**config.mk**
```make
export PLATFORM = sky130hd
export DESIGN_NAME = stest_seq
export DESIGN_NICKNAME = d
export VERILOG_FILES = /design/src/rtl/stest_pkg.sv /design/src/rtl/stest_table.sv /design/src/rtl/stest_runtimer.sv /design/src/rtl/stest_check.sv /design/src/rtl/stest_seq.sv
export SDC_FILE = /design/constraint.sdc
export NUM_CORES = 1
export LEC_CHECK = 0
export BUFFER_PORTS_ARGS = -buffer_cell sky130_fd_sc_hd__buf_2
export CELL_PAD_IN_SITES_DETAIL_PLACEMENT = 2
export CELL_PAD_IN_SITES_GLOBAL_PLACEMENT = 2
export CORE_ASPECT_RATIO = 1.4
export CORE_MARGIN = 3
export CORE_UTILIZATION = 27
export CTS_CLUSTER_SIZE = 12
export DETAILED_ROUTE_END_ITERATION = 10
export GPL_TIMING_DRIVEN = 0
export PLACE_DENSITY = 0.64
export SETUP_SLACK_MARGIN = 0.5
export SYNTH_ARGS = -nofsm -noshare
export SYNTH_HDL_FRONTEND = slang
export SYNTH_SLANG_ARGS = --single-unit
```
**constraint.sdc**
```tcl
create_clock -name clk -period 15.25 [get_ports clk]
set_input_delay 4.575 -clock clk [delete_from_list [all_inputs] [get_ports clk]]
set_output_delay 4.575 -clock clk [all_outputs]
set_load 0.05 [all_outputs]
```
**src/rtl/stest_pkg.sv**
```systemverilog
package stest_pkg;
  localparam int SIG_W   = 31;
  localparam int PH_W    = 3;
  localparam int CHIP_W  = 4;
  localparam int OP_W    = 3;
  localparam int N_PHASE = 5;
  localparam int ERR_W   = PH_W + CHIP_W;

  typedef enum logic [OP_W-1:0] {
    OP_NOP     = 3'd0,
    OP_ISOLATE = 3'd1,
    OP_SEED    = 3'd2,
    OP_RUN     = 3'd3,
    OP_POLL    = 3'd4
  } op_e;

  typedef enum logic [3:0] {
    S_WAIT = 4'd0,
    S_ISO  = 4'd1,
    S_SEED = 4'd2,
    S_GO   = 4'd3,
    S_RUN  = 4'd4,
    S_POLL = 4'd5,
    S_WRSP = 4'd6,
    S_PASS = 4'd7,
    S_FAIL = 4'd8
  } st_e;

  function automatic logic [SIG_W-1:0] seed_of(input logic [PH_W-1:0] p);
    logic [31:0] t;
    t = ({29'd0, p} + 32'd1) * 32'h1B873593;
    return t[SIG_W-1:0];
  endfunction

  function automatic logic [SIG_W-1:0] golden_of(input logic [PH_W-1:0] p,
                                                 input logic [CHIP_W-1:0] c);
    logic [31:0] t;
    t = ({25'd0, p, c} + 32'd1) * 32'h2545F491;
    return t[SIG_W-1:0];
  endfunction
endpackage

```
**src/rtl/stest_table.sv**
```systemverilog
module stest_table
  import stest_pkg::*;
#(
  parameter int RUN_BASE = 8,
  parameter int RUN_STEP = 4,
  parameter int RUN_W    = 5
) (
  input  logic [PH_W-1:0]   phase,
  input  logic [CHIP_W-1:0] chip,
  output logic [SIG_W-1:0]  seed,
  output logic [SIG_W-1:0]  golden,
  output logic [RUN_W-1:0]  run_len
);
  logic [SIG_W-1:0] seed_tab [N_PHASE];
  logic [RUN_W-1:0] run_tab  [N_PHASE];

  generate
    for (genvar g = 0; g < N_PHASE; g++) begin : g_ph
      assign seed_tab[g] = seed_of(PH_W'(g));
      assign run_tab[g]  = RUN_W'(RUN_BASE + g * RUN_STEP);
    end
  endgenerate

  always_comb begin
    seed    = '0;
    run_len = '0;
    for (int k = 0; k < N_PHASE; k++) begin
      if (phase == PH_W'(k)) begin
        seed    = seed_tab[k];
        run_len = run_tab[k];
      end
    end
  end

  assign golden = golden_of(phase, chip);
endmodule

```
**src/rtl/stest_runtimer.sv**
```systemverilog
module stest_runtimer #(
  parameter int W = 5
) (
  input  logic         clk,
  input  logic         rst_n,
  input  logic         load,
  input  logic [W-1:0] len,
  input  logic         en,
  output logic         last
);
  logic [W-1:0] cnt_q;
  logic [W-1:0] cnt_d;

  always_comb begin
    cnt_d = cnt_q;
    if (load) begin
      cnt_d = len;
    end else if (en && cnt_q != '0) begin
      cnt_d = cnt_q - W'(1);
    end
  end

  always_ff @(posedge clk or negedge rst_n) begin
    if (!rst_n) cnt_q <= '0;
    else        cnt_q <= cnt_d;
  end

  assign last = (cnt_q == W'(1));


  run_load_chk: assert property (@(posedge clk) disable iff (!rst_n)
    load |=> (cnt_q == $past(len)));


  run_step_chk: assert property (@(posedge clk) disable iff (!rst_n)
    (en && !load && cnt_q != '0) |=> (cnt_q == $past(cnt_q) - W'(1)));
endmodule

```
**src/rtl/stest_check.sv**
```systemverilog
module stest_check
  import stest_pkg::*;
(
  input  logic              clk,
  input  logic              rst_n,
  input  logic              sample,
  input  logic [SIG_W-1:0]  sig,
  input  logic [SIG_W-1:0]  golden,
  input  logic [PH_W-1:0]   phase,
  input  logic [CHIP_W-1:0] chip,
  output logic              match,
  output logic              fail,
  output logic [ERR_W-1:0]  err_code
);
  logic             fail_d;
  logic [ERR_W-1:0] err_d;
  logic             trip;

  assign match = (sig == golden);
  assign trip  = sample && !match && !fail;

  always_comb begin
    fail_d = fail;
    err_d  = err_code;
    if (trip) begin
      fail_d = 1'b1;
      err_d  = {phase, chip};
    end
  end

  always_ff @(posedge clk or negedge rst_n) begin
    if (!rst_n) begin
      fail     <= 1'b0;
      err_code <= '0;
    end else begin
      fail     <= fail_d;
      err_code <= err_d;
    end
  end


  fail_sticky_chk: assert property (@(posedge clk) disable iff (!rst_n)
    fail |=> fail);


  err_hold_chk: assert property (@(posedge clk) disable iff (!rst_n)
    fail |=> $stable(err_code));


  fail_cause_chk: assert property (@(posedge clk) disable iff (!rst_n)
    $rose(fail) |-> $past(sample));
endmodule

```
**src/rtl/stest_seq.sv**
```systemverilog
module stest_seq
  import stest_pkg::*;
#(
  parameter int N_CHIP   = 6,
  parameter int RUN_BASE = 8,
  parameter int RUN_STEP = 4
) (
  input  logic              clk,
  input  logic              rst_n,
  input  logic              pwr_good,
  input  logic              clk_stable,
  output logic              cmd_valid,
  output logic [OP_W-1:0]   cmd_op,
  output logic              cmd_bcast,
  output logic [CHIP_W-1:0] cmd_addr,
  output logic [SIG_W-1:0]  cmd_data,
  input  logic              rsp_valid,
  input  logic [SIG_W-1:0]  rsp_sig,
  output logic              sys_rel,
  output logic              fail,
  output logic [ERR_W-1:0]  err_code
);
  localparam int RUN_MAX = RUN_BASE + (N_PHASE - 1) * RUN_STEP;
  localparam int RUN_W   = $clog2(RUN_MAX + 1);
  localparam logic [CHIP_W-1:0] LAST_CHIP = CHIP_W'(N_CHIP - 1);
  localparam logic [PH_W-1:0]   LAST_PH   = PH_W'(N_PHASE - 1);

  st_e               state_q, state_d;
  logic [PH_W-1:0]   phase_q, phase_d;
  logic [CHIP_W-1:0] chip_q, chip_d;

  logic [SIG_W-1:0]  seed_w;
  logic [SIG_W-1:0]  golden_w;
  logic [RUN_W-1:0]  run_len_w;
  logic              run_last;
  logic              sig_match;
  logic              take_rsp;

  stest_table #(
    .RUN_BASE (RUN_BASE),
    .RUN_STEP (RUN_STEP),
    .RUN_W    (RUN_W)
  ) u_table (
    .phase   (phase_q),
    .chip    (chip_q),
    .seed    (seed_w),
    .golden  (golden_w),
    .run_len (run_len_w)
  );

  stest_runtimer #(
    .W (RUN_W)
  ) u_timer (
    .clk   (clk),
    .rst_n (rst_n),
    .load  (state_q == S_GO),
    .len   (run_len_w),
    .en    (state_q == S_RUN),
    .last  (run_last)
  );

  assign take_rsp = (state_q == S_WRSP) && rsp_valid;

  stest_check u_check (
    .clk      (clk),
    .rst_n    (rst_n),
    .sample   (take_rsp),
    .sig      (rsp_sig),
    .golden   (golden_w),
    .phase    (phase_q),
    .chip     (chip_q),
    .match    (sig_match),
    .fail     (fail),
    .err_code (err_code)
  );

  always_comb begin
    state_d = state_q;
    phase_d = phase_q;
    chip_d  = chip_q;
    unique case (state_q)
      S_WAIT: if (pwr_good && clk_stable) state_d = S_ISO;
      S_ISO: begin
        phase_d = '0;
        chip_d  = '0;
        state_d = S_SEED;
      end
      S_SEED: begin
        chip_d  = '0;
        state_d = S_GO;
      end
      S_GO:   state_d = S_RUN;
      S_RUN:  if (run_last) state_d = S_POLL;
      S_POLL: state_d = S_WRSP;
      S_WRSP: begin
        if (rsp_valid) begin
          if (!sig_match) begin
            state_d = S_FAIL;
          end else if (chip_q != LAST_CHIP) begin
            chip_d  = chip_q + CHIP_W'(1);
            state_d = S_POLL;
          end else if (phase_q != LAST_PH) begin
            phase_d = phase_q + PH_W'(1);
            chip_d  = '0;
            state_d = S_SEED;
          end else begin
            state_d = S_PASS;
          end
        end
      end
      S_PASS: state_d = S_PASS;
      S_FAIL: state_d = S_FAIL;
      default: state_d = S_WAIT;
    endcase
  end

  always_ff @(posedge clk or negedge rst_n) begin
    if (!rst_n) begin
      state_q <= S_WAIT;
      phase_q <= '0;
      chip_q  <= '0;
    end else begin
      state_q <= state_d;
      phase_q <= phase_d;
      chip_q  <= chip_d;
    end
  end

  always_comb begin
    cmd_valid = 1'b0;
    cmd_op    = OP_NOP;
    cmd_bcast = 1'b0;
    cmd_addr  = '0;
    cmd_data  = '0;
    unique case (state_q)
      S_ISO: begin
        cmd_valid = 1'b1;
        cmd_op    = OP_ISOLATE;
        cmd_bcast = 1'b1;
      end
      S_SEED: begin
        cmd_valid = 1'b1;
        cmd_op    = OP_SEED;
        cmd_bcast = 1'b1;
        cmd_data  = seed_w;
      end
      S_GO: begin
        cmd_valid = 1'b1;
        cmd_op    = OP_RUN;
        cmd_bcast = 1'b1;
      end
      S_POLL: begin
        cmd_valid = 1'b1;
        cmd_op    = OP_POLL;
        cmd_addr  = chip_q;
      end
      default: ;
    endcase
  end

  assign sys_rel = (state_q == S_PASS);


  addr_poll_chk: assert property (@(posedge clk) disable iff (!rst_n)
    (cmd_valid && !cmd_bcast) |-> (cmd_op == OP_POLL));


  pass_fail_excl_chk: assert property (@(posedge clk) disable iff (!rst_n)
    !(sys_rel && fail));


  rel_sticky_chk: assert property (@(posedge clk) disable iff (!rst_n)
    sys_rel |=> sys_rel);


  rel_after_rsp_chk: assert property (@(posedge clk) disable iff (!rst_n)
    $rose(sys_rel) |-> $past(rsp_valid));


  halt_on_fail_chk: assert property (@(posedge clk) disable iff (!rst_n)
    fail |-> !cmd_valid);


  single_poll_chk: assert property (@(posedge clk) disable iff (!rst_n)
    (cmd_valid && cmd_op == OP_POLL) |=> !cmd_valid);
endmodule

```
; ---- Word-level counts from Yosys, hierarchy flattened
; Cells that the tools add are included.
; W data, S select, Z words.
[totals]
reg_bits = 24
inputBits = 36
out_inout_bits = 49
word_cells = 87
[op_classes]
add_sub_neg = 4
multipliers = 1
eq_ne = 23
n_mux = 34
reduce_logical = 19
[ops]
columns = op, n
row1 = $mux W31, 4
row2 = $mux W4, 11
row3 = $pmux W4 S9, 1
row4 = $mul A32 B30 Y31 const B, 1
row5 = $eq A31 B31 Y1, 1
row6 = $mux W30, 1
row7 = $mux W29, 1
row8 = $mux W5, 5
row9 = $mux W3, 6
row10 = $eq A4 B3 Y1 const B, 4
row11 = $pmux W3 S4, 1
row12 = $ne A2 B2 Y1 const B, 5
row13 = $add A7 B1 Y8 const B, 1
row14 = $eq A4 B2 Y1 const B, 2
row15 = $pmux W4 S2, 1
row16 = $eq A3 B2 Y1 const B, 2
row17 = $pmux W3 S2, 1
row18 = $reduce_bool A2 Y1, 3
row19 = $eq A5 B1 Y1 const B, 1
row20 = $logic_and A1 B1 Y1, 5
row21 = $reduce_and A5 Y1, 1
row22 = $reduce_bool A5 Y1, 1
row23 = $sub A5 B1 Y5 const B, 1
row24 = $add A4 B1 Y4 const B, 1
row25 = other kinds (18), 20

; ---- Depth between registers and ports, before layout
[logic_depth]
depth_word = 7
ltp_mapped = 26
mapped_depth_nobuf = 24

; ---- Cells and area by module
; From an unflattened synthesis, not the netlist that was laid out.
[unflattened]
cells_unflattened = 612
hier_area_um2 = 5318.9
[modules_own_cells]
columns = module, n_inst, cells_per_inst, area_per_inst_um2, seq_area_each_um2
row1 = stest_table, 1, 382, 3211.8, 0.0
row2 = stest_seq, 1, 135, 1089.8, 275.3
row3 = stest_check, 1, 60, 683.2, 200.2
row4 = stest_runtimer, 1, 35, 334.1, 125.1

; ---- Worst setup path before layout
; No wires, ideal clock.
[synth_timing]
path_type = flip-flop to output port
start = register state_q[2]
end = output port cmd_data[24]
t_arrival_ns = 2.901
path_slack_ns = 7.774
stages_incl_launch_ff = 8
path_buffers = 3
path_cell_list = dfrtp_1 > clkbuf_1 > nand2b_1 > or3_1 > clkbuf_1 > nor3_1 > or2_2 > buf_4
[synth_via]
elab_chain_len = 2
[synth_rtl]
columns = item, line_no
row1 = "start, declared", stest_seq.sv:28  ; st_e state_q, state_d;
row2 = "start signal, assigned", stest_seq.sv:123  ; state_q <= state_d;
row3 = $eq A4 B2 Y1, stest_seq.sv:135  ; unique case (state_q)
row4 = $mux W31, stest_seq.sv:135
row5 = "end, declared", stest_seq.sv:16  ; output logic [SIG_W-1:0] cmd_data,
; No other way between the ends.

; ---- Final worst setup path
[layout_timing]
start = register chip_q[0]
end = register u_check.err_code[6]
[layout_via]
elab_chain_len = 6
[layout_rtl]
columns = item, line_no
row1 = "start, declared", stest_seq.sv:30  ; logic [CHIP_W-1:0] chip_q, chip_d;
row2 = "start signal, assigned", stest_seq.sv:125  ; chip_q <= chip_d;
row3 = $add A7 B1 Y8, stest_pkg.sv:38  ; t = ({25'd0, p, c} + 32'd1) * 32'h2545F491;
row4 = $mul A32 B30 Y31, stest_pkg.sv:38
row5 = $eq A31 B31 Y1, stest_check.sv:19  ; assign match = (sig == golden);
row6 = $logic_not A1 Y1, stest_check.sv:20  ; assign trip = sample && !match && !fail;
row7 = $logic_and A1 B1 Y1 (2 in a row), stest_check.sv:20
row8 = "end signal, assigned", stest_check.sv:37  ; err_code <= err_d;
row9 = "end, declared", stest_check.sv:13  ; output logic [ERR_W-1:0] err_code
; No other way between the ends.
; A chain may end at the register's enable or synchronous reset.

==> metrics.csv <==
metric;value;unit
status;completed;
Core Util, Final;0.320;
vias post-DR;5318;
Worst Hold End;u_check.fail;
r2r worst-path depth;25;
Max-cap violations;0;
RSZ-0062 raised after global routing;false;
fmax;117;MHz
Post-Place Cells;1018;
Hold Crit Depth;1;
CTS tree;built;
Final Hold Fails;0;
Post-CTS Hold Buffers;0;
time the worst path needs with I/O delays and setup;8.53;ns
Worst Setup End Kind;register;
reg2reg setup slack;6.72;ns
Max clock buf depth;2;
CTS HTree Levels;1;
largest net degree at the start of global routing;25;
Die H;176;microns
worst-path fanout max;10;
antenna violation net count after detailed routing;0;
DP Area;6320;sq um
# setup viols final;0;
Tot GR Track Use;0.187;
Final Net Count;918;
hold_sp;u_check.fail;
synth top area cells;ha_1 18%, fa_1 11%, dfrtp_1 11%;
post-synthesis register bit count;24;
Yosys top cell area share;0.177;
YS warnings;0;
clock slew at reported path FFs;0.07;ns
grt total ovfl;0;
GP Congestion;0.944;
routed length per instance;20.7;microns
number of synthesized flops with an enable pin;0;
Vias/cell;5.20;
DRC marker count from the first detailed-route iteration;143;
worst hold path class;reg2reg;
Synth async-reset ratio;1.00;
vias in the first global route;6065;
Rel. slew slack;0.348;
drc violations;0;
layout cell share with drive strength beyond 1;0.188;
largest area contributor in the netlist;ha_1;
total wire length;21.1;mm
Worst-Margin Slew;0.968;ns
sequential share of the synthesized area;0.107;
clock skew;0.00571;ns
Final period util;0.559;
final instance area;6430;sq um
width of the die;128;microns
Syn Nets;830;
crit path launch type;register;
Critical Setup Path Class;reg2reg;
I/O Pins;85;
Detailed Routing Iterations Pass 1;4;
antenna violations before repair;0;
Die ar.;22500;sq um
first-pass GRT wire length;33.6;mm
HPWL after DPL;18.2;mm
post-synth cell types;69;
Static Leak;3.25;nW
CTS sink count;24;
Worst-Skew Late Latency;0.27;ns
Reg-to-Reg Start;chip_q[0];
CP arrival;8.68;ns
Root Driver;clkbuf_16;
Critical Path RT;15.40;ns
Netlist Area Pre-Place;5590;sq um
CTS resizes;0;
final std cells w/o fill;1022;
total power;1.35;mW
initial core utilization;0.279;
Core ar.;20100;sq um
Antenna Diode Count;0;
mean post-synth cell area;8.19;sq um
Fin Setup TNS;0;ns
reg-to-reg endpoint;u_check.err_code[6];
Post-CTS Repair Setup Buffers;0;
maximum VDD drop;0.0860;mV
CTS Buf Count;3;
Final Max Tran Viols;0;
Synth Instances;683;
port bufs;83;
pwr dens;211;nW/um^2
Area growth syn-to-layout;14.9;%
# rows;61;
ys flop type;dfrtp_1;
metrics by stage:
stage	setup WS, ns	hold WS [ns]
floorplan	7.77	0.492
global placement	6.92	0.480
detailed placement	6.70	0.491
CTS	6.66	0.512
global route	6.21	0.530
finish	6.72	0.501
worst max path at each step:
stage,depth (start not counted),endpoint,startpoint,slack (ns)
2_1_floorplan,7,cmd_data[24],state_q[2],7.77
3_3_place_gp,25,u_check.err_code[1],chip_q[0],6.92
3_5_place_dp,25,u_check.err_code[6],chip_q[0],6.70
4_1_cts,25,u_check.err_code[6],chip_q[0],6.66
5_1_grt,25,u_check.err_code[0],chip_q[0],6.21
6_report,25,u_check.err_code[6],chip_q[0],6.72
worst max-delay path, cell delays in order (launching register included):
cell       delay, ns
dfrtp_1         0.68
buf_2           0.41
inv_1           0.34
nor3_1          0.26
nand3_1         0.13
xnor2_1         0.58
inv_1           0.39
ha_1            0.33
xor2_1          0.23
inv_1           0.13
xnor2_1         0.14
ha_1            0.30
inv_1           0.05
fa_1            0.54
inv_1           0.06
fa_1            0.47
ha_1            0.33
a21oi_1         0.63
o21ai_0         0.25
nor2_1          0.41
a2111oi_0       0.14
mux2_2          0.32
a211oi_1        0.36
nand4_4         0.26
nand2_2         0.28
mux2_2          0.37
sequential cells by signal, summed over array words and instances (netlist names):
| register | count |
|---|---|
| chip_q | 4 |
| phase_q | 3 |
| state_q | 4 |
| u_check.err_code | 7 |
| u_check.fail | 1 |
| u_timer.cnt_q | 5 |
cells by family after synthesis:
family / synth area share
other: 0.000671
AND/OR/NAND/NOR: 0.177
flip-flops: 0.107
AO/OA/AOI/OAI: 0.185
multiplexers: 0.0387
buffers and inverters: 0.0960
XOR/XNOR: 0.104
adder cells (fa/ha/maj): 0.291
Yosys cell counts, types with 5 or more instances:
cell type / count
fa_1: 32
inv_1: 87
and3_1: 5
nor3_1: 15
nor2b_1: 5
buf_2: 9
nand2_1: 56
and2_1: 8
mux2_2: 9
dfrtp_1: 24
a211o_1: 5
o211ai_1: 10
mux2i_1: 10
nand3_1: 19
a21oi_1: 43
nand2b_1: 10
a21o_1: 7
nand4_1: 9
or2_2: 6
o21a_1: 6
a211oi_1: 6
xnor2_1: 41
nor2_1: 28
clkbuf_1: 10
a22oi_1: 6
or3_1: 6
buf_4: 15
ha_1: 79
o21ai_0: 32
xor2_1: 19
final cells by class:
type,instances,area [sq um]
fillers,2350,13600
multi-input cells,536,4450
flip-flops and latches,24,601
repair buffers,83,415
inverters,88,330
well taps,252,315
plain buffers,35,206
clock buffers,3,75.1
clock inverters,1,30.0
per-layer routing:
metal / up-vias / wire length [microns] / global-route usage
met5: - / 0 / 0
met4: 0 / 787 / 0.0633
met3: 34 / 478 / 0.0106
met2: 101 / 11800 / 0.377
met1: 2658 / 8090 / 0.204
li1: 2525 / - / -
power by group:
| part | switching, mW | internal (mW) |
|---|---|---|
| clock | 0.0254 | 0.0523 |
| combinational | 0.788 | 0.390 |
| sequential | 0.0164 | 0.0824 |
cell usage in the layout (no fill, tap or decap), types with 15 or more instances in the layout:
master / count
xor2_1: 19
ha_1: 79
nor2_1: 28
xnor2_1: 41
nor3_1: 15
inv_1: 87
nand2_1: 56
dfrtp_1: 24
a21oi_1: 43
fa_1: 32
buf_2: 92
o21ai_0: 32
buf_4: 15
nand3_1: 19
No activity file was read; power rests on OpenSTA's default activity.
